**src/rtl/ctlflow_pkg.sv**
```systemverilog
package ctlflow_pkg;

    typedef enum logic [2:0] {
        OP_NCALL = 3'd0,
        OP_FCALL = 3'd1,
        OP_NRET  = 3'd2,
        OP_FRET  = 3'd3,
        OP_SWINT = 3'd4,
        OP_OVINT = 3'd5,
        OP_IRET  = 3'd6,
        OP_NONE  = 3'd7
    } op_e;

    typedef enum logic [3:0] {
        ST_IDLE,
        ST_PUSH_FL,
        ST_PUSH_CS,
        ST_PUSH_IP,
        ST_VEC_IP,
        ST_VEC_CS,
        ST_POP_IP,
        ST_POP_CS,
        ST_POP_FL,
        ST_DONE
    } st_e;

    localparam logic [7:0] OVF_VECTOR_TYPE = 8'd4;

endpackage

```
**src/rtl/ctlflow_ctrl.sv**
```systemverilog
module ctlflow_ctrl
    import ctlflow_pkg::*;
(
    input  logic clk,
    input  logic rst_n,
    input  logic start_i,
    input  op_e  op_i,
    input  logic of_i,
    input  logic ack_i,
    output st_e  state_o,
    output op_e  op_q_o,
    output logic take_o,
    output logic req_o,
    output logic we_o,
    output logic busy_o,
    output logic done_o,
    output logic clr_if_o,
    output logic flags_load_o
);

    st_e  state_q, state_d;
    op_e  op_q;
    logic ovf_q;

    assign take_o = (state_q == ST_IDLE) && start_i;

    // state register
    always_ff @(posedge clk) begin
        if (!rst_n) begin
            state_q <= ST_IDLE;
            op_q    <= OP_NONE;
            ovf_q   <= 1'b0;
        end else begin
            state_q <= state_d;
            if (take_o) begin
                op_q  <= op_i;
                ovf_q <= of_i;
            end
        end
    end

    // next-state logic
    always_comb begin
        state_d = state_q;
        unique case (state_q)
            ST_IDLE: begin
                if (start_i) begin
                    unique case (op_i)
                        OP_NCALL: state_d = ST_PUSH_IP;
                        OP_FCALL: state_d = ST_PUSH_CS;
                        OP_NRET,
                        OP_FRET,
                        OP_IRET:  state_d = ST_POP_IP;
                        OP_SWINT: state_d = ST_PUSH_FL;
                        OP_OVINT: state_d = of_i ? ST_PUSH_FL : ST_DONE;
                        OP_NONE:  state_d = ST_DONE;
                    endcase
                end
            end
            ST_PUSH_FL: if (ack_i) state_d = ST_PUSH_CS;
            ST_PUSH_CS: if (ack_i) state_d = ST_PUSH_IP;
            ST_PUSH_IP: if (ack_i) state_d = (op_q == OP_SWINT || op_q == OP_OVINT) ? ST_VEC_IP : ST_DONE;
            ST_VEC_IP:  if (ack_i) state_d = ST_VEC_CS;
            ST_VEC_CS:  if (ack_i) state_d = ST_DONE;
            ST_POP_IP:  if (ack_i) state_d = (op_q == OP_NRET) ? ST_DONE : ST_POP_CS;
            ST_POP_CS:  if (ack_i) state_d = (op_q == OP_IRET) ? ST_POP_FL : ST_DONE;
            ST_POP_FL:  if (ack_i) state_d = ST_DONE;
            ST_DONE:    state_d = ST_IDLE;
            default:    state_d = ST_IDLE;
        endcase
    end

    // outputs
    always_comb begin
        busy_o       = (state_q != ST_IDLE);
        req_o        = (state_q inside {ST_PUSH_FL, ST_PUSH_CS, ST_PUSH_IP, ST_VEC_IP,
                                        ST_VEC_CS, ST_POP_IP, ST_POP_CS, ST_POP_FL});
        we_o         = (state_q inside {ST_PUSH_FL, ST_PUSH_CS, ST_PUSH_IP});
        done_o       = (state_q == ST_DONE);
        clr_if_o     = done_o && ((op_q == OP_SWINT) || (op_q == OP_OVINT && ovf_q));
        flags_load_o = done_o && (op_q == OP_IRET);
    end

    assign state_o = state_q;
    assign op_q_o  = op_q;

endmodule

```
**src/rtl/ctlflow_dpath.sv**
```systemverilog
module ctlflow_dpath
    import ctlflow_pkg::*;
#(
    parameter int             W      = 16,
    parameter int             TYPE_W = 8,
    parameter logic [W-1:0]   RST_SP = 16'h0200,
    parameter logic [W-1:0]   RST_IP = 16'h0100,
    parameter logic [W-1:0]   RST_CS = 16'hF000
) (
    input  logic              clk,
    input  logic              rst_n,
    input  st_e               state_i,
    input  op_e               op_q_i,
    input  op_e               op_i,
    input  logic              take_i,
    input  logic              ack_i,
    input  logic [W-1:0]      tgt_off_i,
    input  logic [W-1:0]      tgt_seg_i,
    input  logic [TYPE_W-1:0] int_type_i,
    input  logic [W-1:0]      flags_i,
    input  logic [W-1:0]      rdata_i,
    output logic [W-1:0]      addr_o,
    output logic [W-1:0]      wdata_o,
    output logic [W-1:0]      sp_o,
    output logic [W-1:0]      ip_o,
    output logic [W-1:0]      cs_o,
    output logic [W-1:0]      flags_o
);

    localparam int           PAD  = W - TYPE_W - 2;
    localparam logic [W-1:0] STEP = 2;

    logic [W-1:0]      sp_q, ip_q, cs_q, fl_q, off_q, seg_q;
    logic [TYPE_W-1:0] vtype_q;
    logic [W-1:0]      vec_base;

    assign vec_base = {{PAD{1'b0}}, vtype_q, 2'b00};

    always_ff @(posedge clk) begin
        if (!rst_n) begin
            sp_q    <= RST_SP;
            ip_q    <= RST_IP;
            cs_q    <= RST_CS;
            fl_q    <= '0;
            off_q   <= '0;
            seg_q   <= '0;
            vtype_q <= '0;
        end else begin
            if (take_i) begin
                off_q   <= tgt_off_i;
                seg_q   <= tgt_seg_i;
                vtype_q <= (op_i == OP_OVINT) ? TYPE_W'(OVF_VECTOR_TYPE) : int_type_i;
            end
            if (ack_i) begin
                unique case (state_i)
                    ST_PUSH_FL, ST_PUSH_CS: sp_q <= sp_q - STEP;
                    ST_PUSH_IP: begin
                        sp_q <= sp_q - STEP;
                        if (op_q_i == OP_NCALL || op_q_i == OP_FCALL) ip_q <= off_q;
                        if (op_q_i == OP_FCALL) cs_q <= seg_q;
                    end
                    ST_VEC_IP: ip_q <= rdata_i;
                    ST_VEC_CS: cs_q <= rdata_i;
                    ST_POP_IP: begin ip_q <= rdata_i; sp_q <= sp_q + STEP; end
                    ST_POP_CS: begin cs_q <= rdata_i; sp_q <= sp_q + STEP; end
                    ST_POP_FL: begin fl_q <= rdata_i; sp_q <= sp_q + STEP; end
                    default: ;
                endcase
            end
        end
    end

    always_comb begin
        addr_o  = '0;
        wdata_o = '0;
        unique case (state_i)
            ST_PUSH_FL: begin addr_o = sp_q - STEP; wdata_o = flags_i; end
            ST_PUSH_CS: begin addr_o = sp_q - STEP; wdata_o = cs_q;    end
            ST_PUSH_IP: begin addr_o = sp_q - STEP; wdata_o = ip_q;    end
            ST_VEC_IP:  addr_o = vec_base;
            ST_VEC_CS:  addr_o = vec_base + STEP;
            ST_POP_IP, ST_POP_CS, ST_POP_FL: addr_o = sp_q;
            default: ;
        endcase
    end

    assign sp_o    = sp_q;
    assign ip_o    = ip_q;
    assign cs_o    = cs_q;
    assign flags_o = fl_q;

endmodule

```
**src/rtl/ctlflow_seq.sv**
```systemverilog
module ctlflow_seq
    import ctlflow_pkg::*;
#(
    parameter int           W      = 16,
    parameter int           TYPE_W = 8,
    parameter logic [W-1:0] RST_SP = 16'h0200,
    parameter logic [W-1:0] RST_IP = 16'h0100,
    parameter logic [W-1:0] RST_CS = 16'hF000
) (
    input  logic              clk,
    input  logic              rst_n,
    input  logic              start_i,
    input  logic [2:0]        op_i,
    input  logic [W-1:0]      tgt_off_i,
    input  logic [W-1:0]      tgt_seg_i,
    input  logic [TYPE_W-1:0] int_type_i,
    input  logic              of_i,
    input  logic [W-1:0]      flags_i,
    output logic              mem_req_o,
    output logic              mem_we_o,
    output logic [W-1:0]      mem_addr_o,
    output logic [W-1:0]      mem_wdata_o,
    input  logic [W-1:0]      mem_rdata_i,
    input  logic              mem_ack_i,
    output logic              busy_o,
    output logic              done_o,
    output logic              clr_if_o,
    output logic              flags_load_o,
    output logic [W-1:0]      flags_o,
    output logic [W-1:0]      sp_o,
    output logic [W-1:0]      ip_o,
    output logic [W-1:0]      cs_o
);

    st_e  state;
    op_e  op_q;
    op_e  op_in;
    logic take;

    assign op_in = op_e'(op_i);

    ctlflow_ctrl u_ctrl (
        .clk          (clk),
        .rst_n        (rst_n),
        .start_i      (start_i),
        .op_i         (op_in),
        .of_i         (of_i),
        .ack_i        (mem_ack_i),
        .state_o      (state),
        .op_q_o       (op_q),
        .take_o       (take),
        .req_o        (mem_req_o),
        .we_o         (mem_we_o),
        .busy_o       (busy_o),
        .done_o       (done_o),
        .clr_if_o     (clr_if_o),
        .flags_load_o (flags_load_o)
    );

    ctlflow_dpath #(
        .W      (W),
        .TYPE_W (TYPE_W),
        .RST_SP (RST_SP),
        .RST_IP (RST_IP),
        .RST_CS (RST_CS)
    ) u_dpath (
        .clk        (clk),
        .rst_n      (rst_n),
        .state_i    (state),
        .op_q_i     (op_q),
        .op_i       (op_in),
        .take_i     (take),
        .ack_i      (mem_ack_i),
        .tgt_off_i  (tgt_off_i),
        .tgt_seg_i  (tgt_seg_i),
        .int_type_i (int_type_i),
        .flags_i    (flags_i),
        .rdata_i    (mem_rdata_i),
        .addr_o     (mem_addr_o),
        .wdata_o    (mem_wdata_o),
        .sp_o       (sp_o),
        .ip_o       (ip_o),
        .cs_o       (cs_o),
        .flags_o    (flags_o)
    );

endmodule

```
**config.mk**
```make
export PLATFORM = sky130hd
export DESIGN_NAME = ctlflow_seq
export DESIGN_NICKNAME = d
export VERILOG_FILES = /design/src/rtl/ctlflow_pkg.sv /design/src/rtl/ctlflow_ctrl.sv /design/src/rtl/ctlflow_dpath.sv /design/src/rtl/ctlflow_seq.sv
export SDC_FILE = /design/constraint.sdc
export NUM_CORES = 1
export LEC_CHECK = 0
export BUFFER_PORTS_ARGS = -buffer_cell sky130_fd_sc_hd__buf_2
export CAP_MARGIN = 25
export CORE_MARGIN = 4
export CORE_UTILIZATION = 52
export CTS_BUF_LIST = sky130_fd_sc_hd__clkbuf_8 sky130_fd_sc_hd__clkbuf_16
export DETAILED_ROUTE_END_ITERATION = 7
export PLACE_DENSITY = 0.89
export SYNTH_ARGS = -nofsm -noshare
export SYNTH_HDL_FRONTEND = slang
export SYNTH_HIERARCHICAL = 1
export SYNTH_SLANG_ARGS = --single-unit
```
**constraint.sdc**
```tcl
create_clock -name clk -period 3.05 [get_ports clk]
set_input_delay 0.4575 -clock clk [delete_from_list [all_inputs] [get_ports clk]]
set_output_delay 0.4575 -clock clk [all_outputs]
set_load 0.005 [all_outputs]
```
==> results of run 1 <==
==> per-stage QoR <==
stage | std cells | worst slack [ns]
after floorplan | 710 | 0.7766
after global placement | 985 | 0.4533
after detailed placement | 985 | 0.2954
after CTS | 1001 | 0.04087
after global routing | 1002 | 0.02912
final | 1002 | 0.1388
==> how the worst max path moves through the flow <==
| stage | startpoint | to | slack, ns | depth (start not counted) |
|---|---|---|---|---|
| 5_1_grt | u_dpath/sp_o[1]$_SDFFE_PN0P_ | mem_addr_o[7] | 0.03 | 7 |
| 3_3_place_gp | u_ctrl/state_o[3]$_SDFFE_PN0P_ | u_dpath/cs_o[8]$_SDFFE_PN0P_ | 0.45 | 6 |
| 6_report | u_ctrl/state_o[0]$_SDFFE_PN0P_ | mem_wdata_o[15] | 0.14 | 5 |
| 2_1_floorplan | u_dpath/sp_o[1]$_SDFFE_PN0P_ | mem_addr_o[7] | 0.78 | 7 |
| 3_5_place_dp | u_ctrl/state_o[3]$_SDFFE_PN0P_ | u_dpath/cs_o[11]$_SDFFE_PN0P_ | 0.30 | 6 |
| 4_1_cts | u_dpath/sp_o[1]$_SDFFE_PN0P_ | mem_addr_o[7] | 0.04 | 7 |
==> worst max-delay path, delay by kind of cell (launching register included) <==
kind	cells	cell delay [ns]
AO/OA/AOI/OAI	1	0.31
flip-flops	1	0.41
buffers and inverters	3	0.52
AND/OR/NAND/NOR	1	0.87
==> power groups by stage <==
| stage | clock network (uW) | logic [uW] | registers (uW) |
|---|---|---|---|
| floorplan | 0 | 2220 | 1970 |
| global placement | 0 | 2890 | 2080 |
| detailed placement | 0 | 2960 | 2090 |
| CTS | 1210 | 2980 | 2060 |
| global route | 1270 | 3330 | 2120 |
| finish | 1190 | 3050 | 2080 |
==> final cells by class <==
class | count | area (sq um) | share of cell area
diodes | 1 | 2.502 | 0.0003515
flip-flops and latches | 111 | 2222 | 0.3121
repair buffers | 194 | 1021 | 0.1434
clock buffers | 9 | 225.2 | 0.03163
clock inverters | 7 | 81.33 | 0.01142
multi-input cells | 512 | 3287 | 0.4617
well taps | 140 | 175.2 | 0.02460
inverters | 28 | 105.1 | 0.01476
==> registers in the layout (all words and copies together), names as in the netlist <==
signal / count
u_dpath/off_q: 16
u_dpath/sp_o: 15
u_ctrl/op_q_o: 3
u_dpath/seg_q: 16
u_dpath/ip_o: 16
u_ctrl/ovf_q: 1
u_dpath/cs_o: 16
u_dpath/flags_o: 16
u_ctrl/state_o: 4
u_dpath/vtype_q: 8
==> logic make-up (layout without fill, tap and decap cells) <==
| kind of cell | Yosys count | in the layout | share of synthesized area |
|---|---|---|---|
| simple gates | 276 | 276 | 0.2403 |
| compound gates | 167 | 167 | 0.1991 |
| flops | 111 | 111 | 0.3790 |
| buf+inv | 87 | 238 | 0.06679 |
| mux | 58 | 58 | 0.09945 |
| xor+xnor | 7 | 7 | 0.01046 |
| fa+ha+maj | 2 | 2 | 0.004267 |
| other cells | 1 | 3 | 0.0006396 |
==> placed cells by master, fill, tap and decap left out, drive strengths merged, types with 12 or more instances in the layout <==
| cell type | n |
|---|---|
| nand3 | 25 |
| nor3 | 12 |
| o21ai | 30 |
| dfxtp | 111 |
| nor2b | 14 |
| mux2i | 56 |
| a311oi | 12 |
| a222oi | 16 |
| a211oi | 21 |
| nor2 | 82 |
| buf | 194 |
| nand2 | 89 |
| inv | 32 |
| a21oi | 46 |
==> metal layers <==
layer,global-route usage,up-vias
met2,0.4450,282
li1,-,2831
met5,0,-
met1,0.3293,2826
met4,0.1203,0
met3,0.05285,45
==> repair_timing <==
action | in CTS | in global routing
endpoints found under the setup margin | 0 | 5
resized for setup | 0 | 4
setup buffers | 0 | 0
==> qor.csv, run 1 <==
metric,value,unit
Synth top cells by count,"dfxtp_1 (111), nand2_1 (89), nor2_1 (81)",
CP max-delay cell,nor4b_4,
TritonCTS clock tree,built,
layout cell share with drive strength beyond 1,0.2776,
# DRC,0,
Tot GR Track Use,0.2655,
CTS Buf Count,9,
Net Sw Frac,0.4260,
Critical Path RT,2.59,ns
DP HPWL,12730,microns
post-synth cell types,71,
Layout Nets,938,
clock latency on the worst-skew pair,0.35,ns
Max Clock Skew,0.01194,ns
CTS root buffer,clkbuf_16,
Pre-Repair DR Iteration Count,7,
filler instances,915,
RR Startpoint,u_ctrl/state_o[3]$_SDFFE_PN0P_,
FF-to-FF path depth,6,
gr ovfl total,0,
outcome,completed,
H-tree levels,3,
via count,5984,
reg2reg setup slack,0.21,ns
area grow syn2layout,21.43,%
#FFs+latches synth,111,
Avg Inst Size Synth,8.270,sq um
largest cells by area after synthesis,"dfxtp_1 (38%), mux2i_1 (9.6%), nand2_1 (5.7%), nor2_1 (5.2%), a21oi_1 (3.8%)",
RR Endpoint,u_dpath/cs_o[11]$_SDFFE_PN0P_,
routed length per placed instance,17.91,microns
fin crit period,2.911,ns
placer congestion estimate,0.9301,
crit-path cells,buf_4 -> nor4b_4 -> a222oi_1 -> inv_1 -> buf_2,
CTS max path bufs,2,
crit end category,primary output,
Comb power frac,0.483,
cell area after layout,7119,sq um
fmax,343.5,MHz
max_cap viols,0,
largest net degree at the start of global routing,90,
first-pass GRT wire length,27900,microns
Worst EP arrival,2.45,ns
clock-pin slew on the worst setup and hold paths,0.08,ns
synth warn,6,
post-route ant nets,0,
P_int,3631,uW
async set or reset register ratio after synthesis,0,
Die W,114.2,microns
clock network power share,0.189,
synthesized area,5863,sq um
core footprint,10940,sq um
Setup TNS,0,ns
DR iter-0 viols,810,
cell with the most instances after synthesis,dfxtp_1,
CP Class,flip-flop to primary output,
Most used DFF post-synth,dfxtp_1,
total wire length,17950,microns
DIE HEIGHT,114.2,microns
"Slew Viols, Final",0,
Pleak,0.003125,uW
setup violators final,0,
Pwr Density,888.4,nW/um^2
Top Ports,182,
# port buffers,179,
sequential share of power,0.329,
CP max FO,20,
Rel. slew slack,0.3062,
worst hold path endpoint,u_dpath/vtype_q[7]$_SDFFE_PN0P_,
Power Total,6325,uW
Synth area leader,dfxtp_1,
Met1 Routed Length,7149,microns
top cell type's share of synthesized area,0.3790,
die area,13040,sq um
Met2 Wirelength,8733,microns
Max stage delay on crit path,0.87,ns
WL met3,1500,microns
Gate Count Post-Synth,709,
CP Launch Type,flip-flop,
Fin. Hold Viols,0,
max layer used,met4,
Final period util,0.9545,
WHS,0.3309,ns
unrepaired setup endpoints after global routing,no,
worst min path class,input port to flip-flop,
Psw,2694,uW
Clock Sinks,111,
Post-DP Area,6794,sq um
Initial Util,0.5362,
initial antenna violation count,1,
Layout Utilization,0.6510,
sequential element share of the synthesized area,0.3790,
Least-Margin Pin Slew,1.036,ns
hold_sp,int_type_i[7],
Peak VDD IR,0.0005069,V
Rows,38,
vias in the first global route,5629,
vias per cell,5.972,
Post-synth EDFFs,0,
Hold Crit Depth,3,
CTS Hold Bufs,0,
Note: power is estimated with default switching activity, not from simulation.
==> run 2, diff against run 1 <==
--- a/config.mk
+++ b/config.mk
@@ -10,8 +10,9 @@
 export CORE_MARGIN = 4
 export CORE_UTILIZATION = 52
 export CTS_BUF_LIST = sky130_fd_sc_hd__clkbuf_8 sky130_fd_sc_hd__clkbuf_16
+export CTS_CLUSTER_DIAMETER = 200
 export DETAILED_ROUTE_END_ITERATION = 7
-export PLACE_DENSITY = 0.89
+export PLACE_DENSITY = 0.81
 export SYNTH_ARGS = -nofsm -noshare
 export SYNTH_HDL_FRONTEND = slang
 export SYNTH_HIERARCHICAL = 1
==> qor.csv, run 2 (synthesis gave the netlist of run 1 again) <==
metric,value,unit,change
crit end category,primary output,,
clock-pin slew on the worst setup and hold paths,0.08,ns,about the same
CTS root buffer,clkbuf_16,,
vias per cell,5.881,,-1.5%
# DRC,0,,unchanged
Final period util,0.9539,,about the same
CP Class,flip-flop to primary output,,
Die W,114.2,microns,unchanged
"commonest non-fill, non-tap cells in the layout","buf_2 (179), dfxtp_1 (110), nand2_1 (88)",,
Critical Path RT,2.59,ns,about the same
max_cap viols,0,,unchanged
placer congestion estimate,0.9152,,-1.6%
largest net degree at the start of global routing,76,,-16%
Tot GR Track Use,0.2645,,-0.001080
FF-to-FF path depth,7,,+1
Pre-Repair DR Iteration Count,7,,unchanged
Worst EP arrival,2.45,ns,about the same
die area,13040,sq um,unchanged
via count,5910,,-1.2%
Rows,38,,unchanged
Max Clock Skew,0.01293,ns,+0.0009858 ns
# port buffers,179,,unchanged
Top Ports,182,,unchanged
layout cell share with drive strength beyond 1,0.2801,,+0.002508
Hold Crit Depth,3,,unchanged
initial antenna violation count,2,,+1
total wire length,17570,microns,-2.1%
CTS Buf Count,9,,unchanged
TritonCTS clock tree,built,,
area grow syn2layout,21.96,%,
CP max-delay cell,or3b_1,,
crit-path cells,inv_1 -> ha_1 -> or3b_1 -> nor3_2 -> o21ai_0 -> a221o_1 -> buf_2,,
H-tree levels,3,,unchanged
Layout Nets,941,,+0.32%
first-pass GRT wire length,27900,microns,about the same
clock latency on the worst-skew pair,0.35,ns,about the same
DR iter-0 viols,685,,-15%
fin crit period,2.909,ns,-0.001919 ns
CTS max path bufs,2,,unchanged
CP max FO,9,,-55%
gr ovfl total,0,,unchanged
worst min path class,input port to flip-flop,,
outcome,completed,,
Pleak,0.003153,uW,+0.92%
Fin. Hold Viols,0,,unchanged
post-route ant nets,0,,unchanged
filler instances,968,,+5.8%
Max stage delay on crit path,0.57,ns,-0.30 ns
Initial Util,0.5362,,unchanged
Rel. slew slack,0.3328,,+0.02655
CP Launch Type,flip-flop,,
DIE HEIGHT,114.2,microns,unchanged
Clock Sinks,111,,unchanged
Layout Utilization,0.6539,,+0.002860
Peak VDD IR,0.0008419,V,+66%
fmax,343.7,MHz,about the same
"Slew Viols, Final",0,,unchanged
DP HPWL,12700,microns,-0.21%
setup bufs post-CTS,0,,unchanged
vias in the first global route,5565,,-1.1%
Pwr Density,888.3,nW/um^2,about the same
WHS,0.3336,ns,+0.002679 ns
"commonest non-fill, non-tap cell in the layout",buf_2,,
Least-Margin Pin Slew,0.9966,ns,-0.03965 ns
setup violators final,0,,unchanged
core footprint,10940,sq um,unchanged
routed length per placed instance,17.48,microns,-2.4%
run 2: metal layers:
| layer | share of wire | GRT usage | up-vias | wire length (microns) |
|---|---|---|---|---|
| li1 | - | - | 2840 | - |
| met1 | 0.39 | 0.3195 | 2735 | 6876 |
| met2 | 0.49 | 0.4516 | 288 | 8607 |
| met3 | 0.093 | 0.07241 | 43 | 1629 |
| met4 | 0.024 | 0.09343 | 4 | 430 |
| met5 | 0.0015 | 0 | - | 26 |
run 2: worst paths after layout:
kind | start | end | slack, ns
setup / recovery | u_dpath/sp_o[1]$_SDFFE_PN0P_ | mem_addr_o[7] | 0.14
hold reg to reg | u_dpath/flags_o[4]$_SDFFE_PN0P_ | u_dpath/flags_o[4]$_SDFFE_PN0P_ | 0.45
hold / removal | tgt_off_i[10] | u_dpath/off_q[10]$_SDFFE_PN0P_ | 0.33
setup reg to reg | u_ctrl/state_o[2]$_SDFFE_PN0P_ | u_dpath/cs_o[7]$_SDFFE_PN0P_ | 0.41
run 2: final cells by class:
class	count	area, sq um	area share
inverter	28	105.1	0.01470
clock buffer	9	225.2	0.03150
multi-input combinational	512	3288	0.4598
sequential	111	2223	0.3109
timing repair buffer	197	1044	0.1459
tap	140	175.2	0.02450
antenna	1	2.502	0.0003500
clock inverter	7	87.58	0.01225
run 2: report_power, final:
group | leakage (uW) | total [uW] | internal, uW | switching (uW)
clock | 0.000159 | 1250 | 662 | 587
combinational | 0.00209 | 3020 | 1310 | 1710
sequential | 0.000904 | 2090 | 1720 | 364
total | 0.00315 | 6350 | 3690 | 2660
run 2: worst max-delay path, delay by kind of cell, from the launching register on:
family / cells / cell delay [ns]
buf+inv: 2 / 0.26
compound gates: 2 / 0.42
fa+ha+maj: 1 / 0.21
flops: 1 / 0.39
simple gates: 2 / 0.82
run 2: through the flow:
step / setup TNS [ns] / area, sq um / power [uW] / setup slack, ns / std cells
floorplan: 0 / 5867 / 4184 / 0.7766 / 710
global placement: 0 / 6808 / 4989 / 0.5585 / 988
detailed placement: 0 / 6808 / 5028 / 0.4730 / 988
CTS: 0 / 7121 / 6284 / 0.08429 / 1004
global route: -0.01633 / 7148 / 6754 / -0.01579 / 1004
finish: 0 / 7151 / 6352 / 0.1407 / 1005
run 2: what timing repair did:
item,CTS,global route
resized for setup,0,6
hold buffers,0,0
endpoints found under the hold margin,0,0
setup endpoints to repair,0,7
==> run 3, diff against run 2 <==
==> constraint.sdc (replaced) <==
create_clock -name clk -period 2.9 [get_ports clk]
set_input_delay 0.435 -clock clk [delete_from_list [all_inputs] [get_ports clk]]
set_output_delay 0.435 -clock clk [all_outputs]
set_load 0.005 [all_outputs]
==> qor.csv, run 3 (synthesis gave the netlist of run 1 again) <==
metric,value,unit,change
Power Total,6717,uW,+5.8%
fmax,354.7,MHz,
WHS,0.3115,ns,-0.02209 ns
Top Ports,182,,unchanged
Least-Margin Pin Slew,1.004,ns,+0.007149 ns
pre-CTS setup slack,0.3393,ns,-0.1338 ns
core footprint,10940,sq um,unchanged
setup bufs post-CTS,0,,unchanged
Clock Sinks,111,,unchanged
max_cap viols,0,,unchanged
die area,13040,sq um,unchanged
via count,5956,,+0.78%
CTS Buf Count,9,,unchanged
filler instances,960,,-0.83%
H-tree levels,3,,unchanged
Fin. Hold Viols,0,,unchanged
CP Launch Type,flip-flop,,
gr ovfl total,0,,unchanged
layout cell share with drive strength beyond 1,0.2884,,+0.008258
CTS max path bufs,2,,unchanged
"Slew Viols, Final",0,,unchanged
routed length per placed instance,17.97,microns,+2.8%
largest net degree at the start of global routing,54,,-29%
n_diodes,0,,-1
Placed Cells incl. Taps,991,,+0.30%
TritonCTS clock tree,built,,
Initial Util,0.5362,,unchanged
Pre-Repair DR Iteration Count,6,,-1
setup violators final,0,,unchanged
first-pass GRT wire length,28510,microns,+2.2%
Tot GR Track Use,0.2729,,+0.008495
Pleak,0.003163,uW,+0.31%
crit end category,primary output,,
slack of the critical path,0.08082,ns,-0.05985 ns
Pwr Density,934.8,nW/um^2,+5.2%
Layout Utilization,0.6571,,+0.003204
Die W,114.2,microns,unchanged
Register Area,2226,sq um,+0.11%
clock-pin slew on the worst setup and hold paths,0.08,ns,about the same
Rel. slew slack,0.3280,,-0.004786
Final period util,0.9721,,
worst min path class,input port to flip-flop,,
outcome,completed,,
# DRC,0,,unchanged
Max Clock Skew,0.009487,ns,-0.003443 ns
total wire length,18100,microns,+3.0%
vias in the first global route,5529,,-0.65%
clock latency on the worst-skew pair,0.35,ns,about the same
post-route ant nets,0,,unchanged
CTS root buffer,clkbuf_16,,
Layout Nets,944,,+0.32%
vias per cell,5.915,,+0.58%
Rows,38,,unchanged
fin crit period,2.819,ns,
unrepaired setup endpoints after global routing,yes,,
area grow syn2layout,22.56,%,
"commonest non-fill, non-tap cell in the layout",buf_2,,
DP HPWL,13080,microns,+3.0%
DIE HEIGHT,114.2,microns,unchanged
initial antenna violation count,1,,-1
CP max FO,12,,+3
DR iter-0 viols,651,,-5.0%
area of the multi-input gates,3292,sq um,+0.11%
number of standard cells in the final layout excluding fillers,1007,,+0.20%
Critical Path RT,2.47,ns,-0.12 ns
CP Class,flip-flop to primary output,,
placer congestion estimate,0.9200,,+0.52%
Worst EP arrival,2.38,ns,-0.07 ns
Peak VDD IR,0.0006313,V,-25%
# port buffers,179,,unchanged
"commonest non-fill, non-tap cells in the layout","buf_2 (179), dfxtp_1 (108), nand2_1 (88)",,
[run 3: routing by layer]
metal  vias to the layer above  part of all wire  track usage  wire length [microns]
li1                       2843                 -            -                      -
met1                      2808              0.38       0.3303                   6965
met2                       276              0.51       0.4742                   9208
met3                        27             0.087      0.07241                   1576
met4                         2             0.018      0.08234                    331
met5                         -           0.00072            0                     13
[run 3: timing repair]
action / in CTS / in global routing
hold buffers: 0 / 0
resized for setup: 2 / 8
pin swaps: 0 / 0
endpoints found under the setup margin: 2 / 13
[run 3: path summary, 6_finish.rpt]
check	start	to	slack, ns	cells after the start
min	int_type_i[7]	u_dpath/vtype_q[7]$_SDFFE_PN0P_	0.31	3
max reg2reg	u_ctrl/state_o[2]$_SDFFE_PN0P_	u_dpath/cs_o[10]$_SDFFE_PN0P_	0.53	7
max	u_dpath/sp_o[5]$_SDFFE_PN0P_	mem_addr_o[10]	0.08	5
min reg2reg	u_dpath/flags_o[5]$_SDFFE_PN0P_	u_dpath/flags_o[5]$_SDFFE_PN0P_	0.45	2
[run 3: critical path, stage by stage (launching register included)]
cell	delay (ns)
dfxtp_1	0.44
or3_1	0.63
or4_4	0.58
xor2_1	0.15
o21ai_1	0.11
buf_2	0.12
[run 3: layout make-up]
class	instances	area share
timing repair buffer	200	0.1501
sequential	111	0.3098
inverter	28	0.01463
multi-input combinational	512	0.4581
clock buffer	11	0.03517
clock inverter	5	0.007836
tap	140	0.02438
[run 3: through the flow]
stage               cell area [sq um]  setup TNS [ns]
floorplan                        5867               0
global placement                 6843               0
detailed placement               6843               0
CTS                              7163               0
global route                     7186        -0.01653
finish                           7186               0
[run 3: where the power goes]
part	switching, uW	leakage (uW)	total, uW	internal (uW)
sequential	387	0.000905	2200	1810
combinational	1820	0.00211	3250	1430
clock	609	0.000153	1260	655
total	2820	0.00316	6720	3900
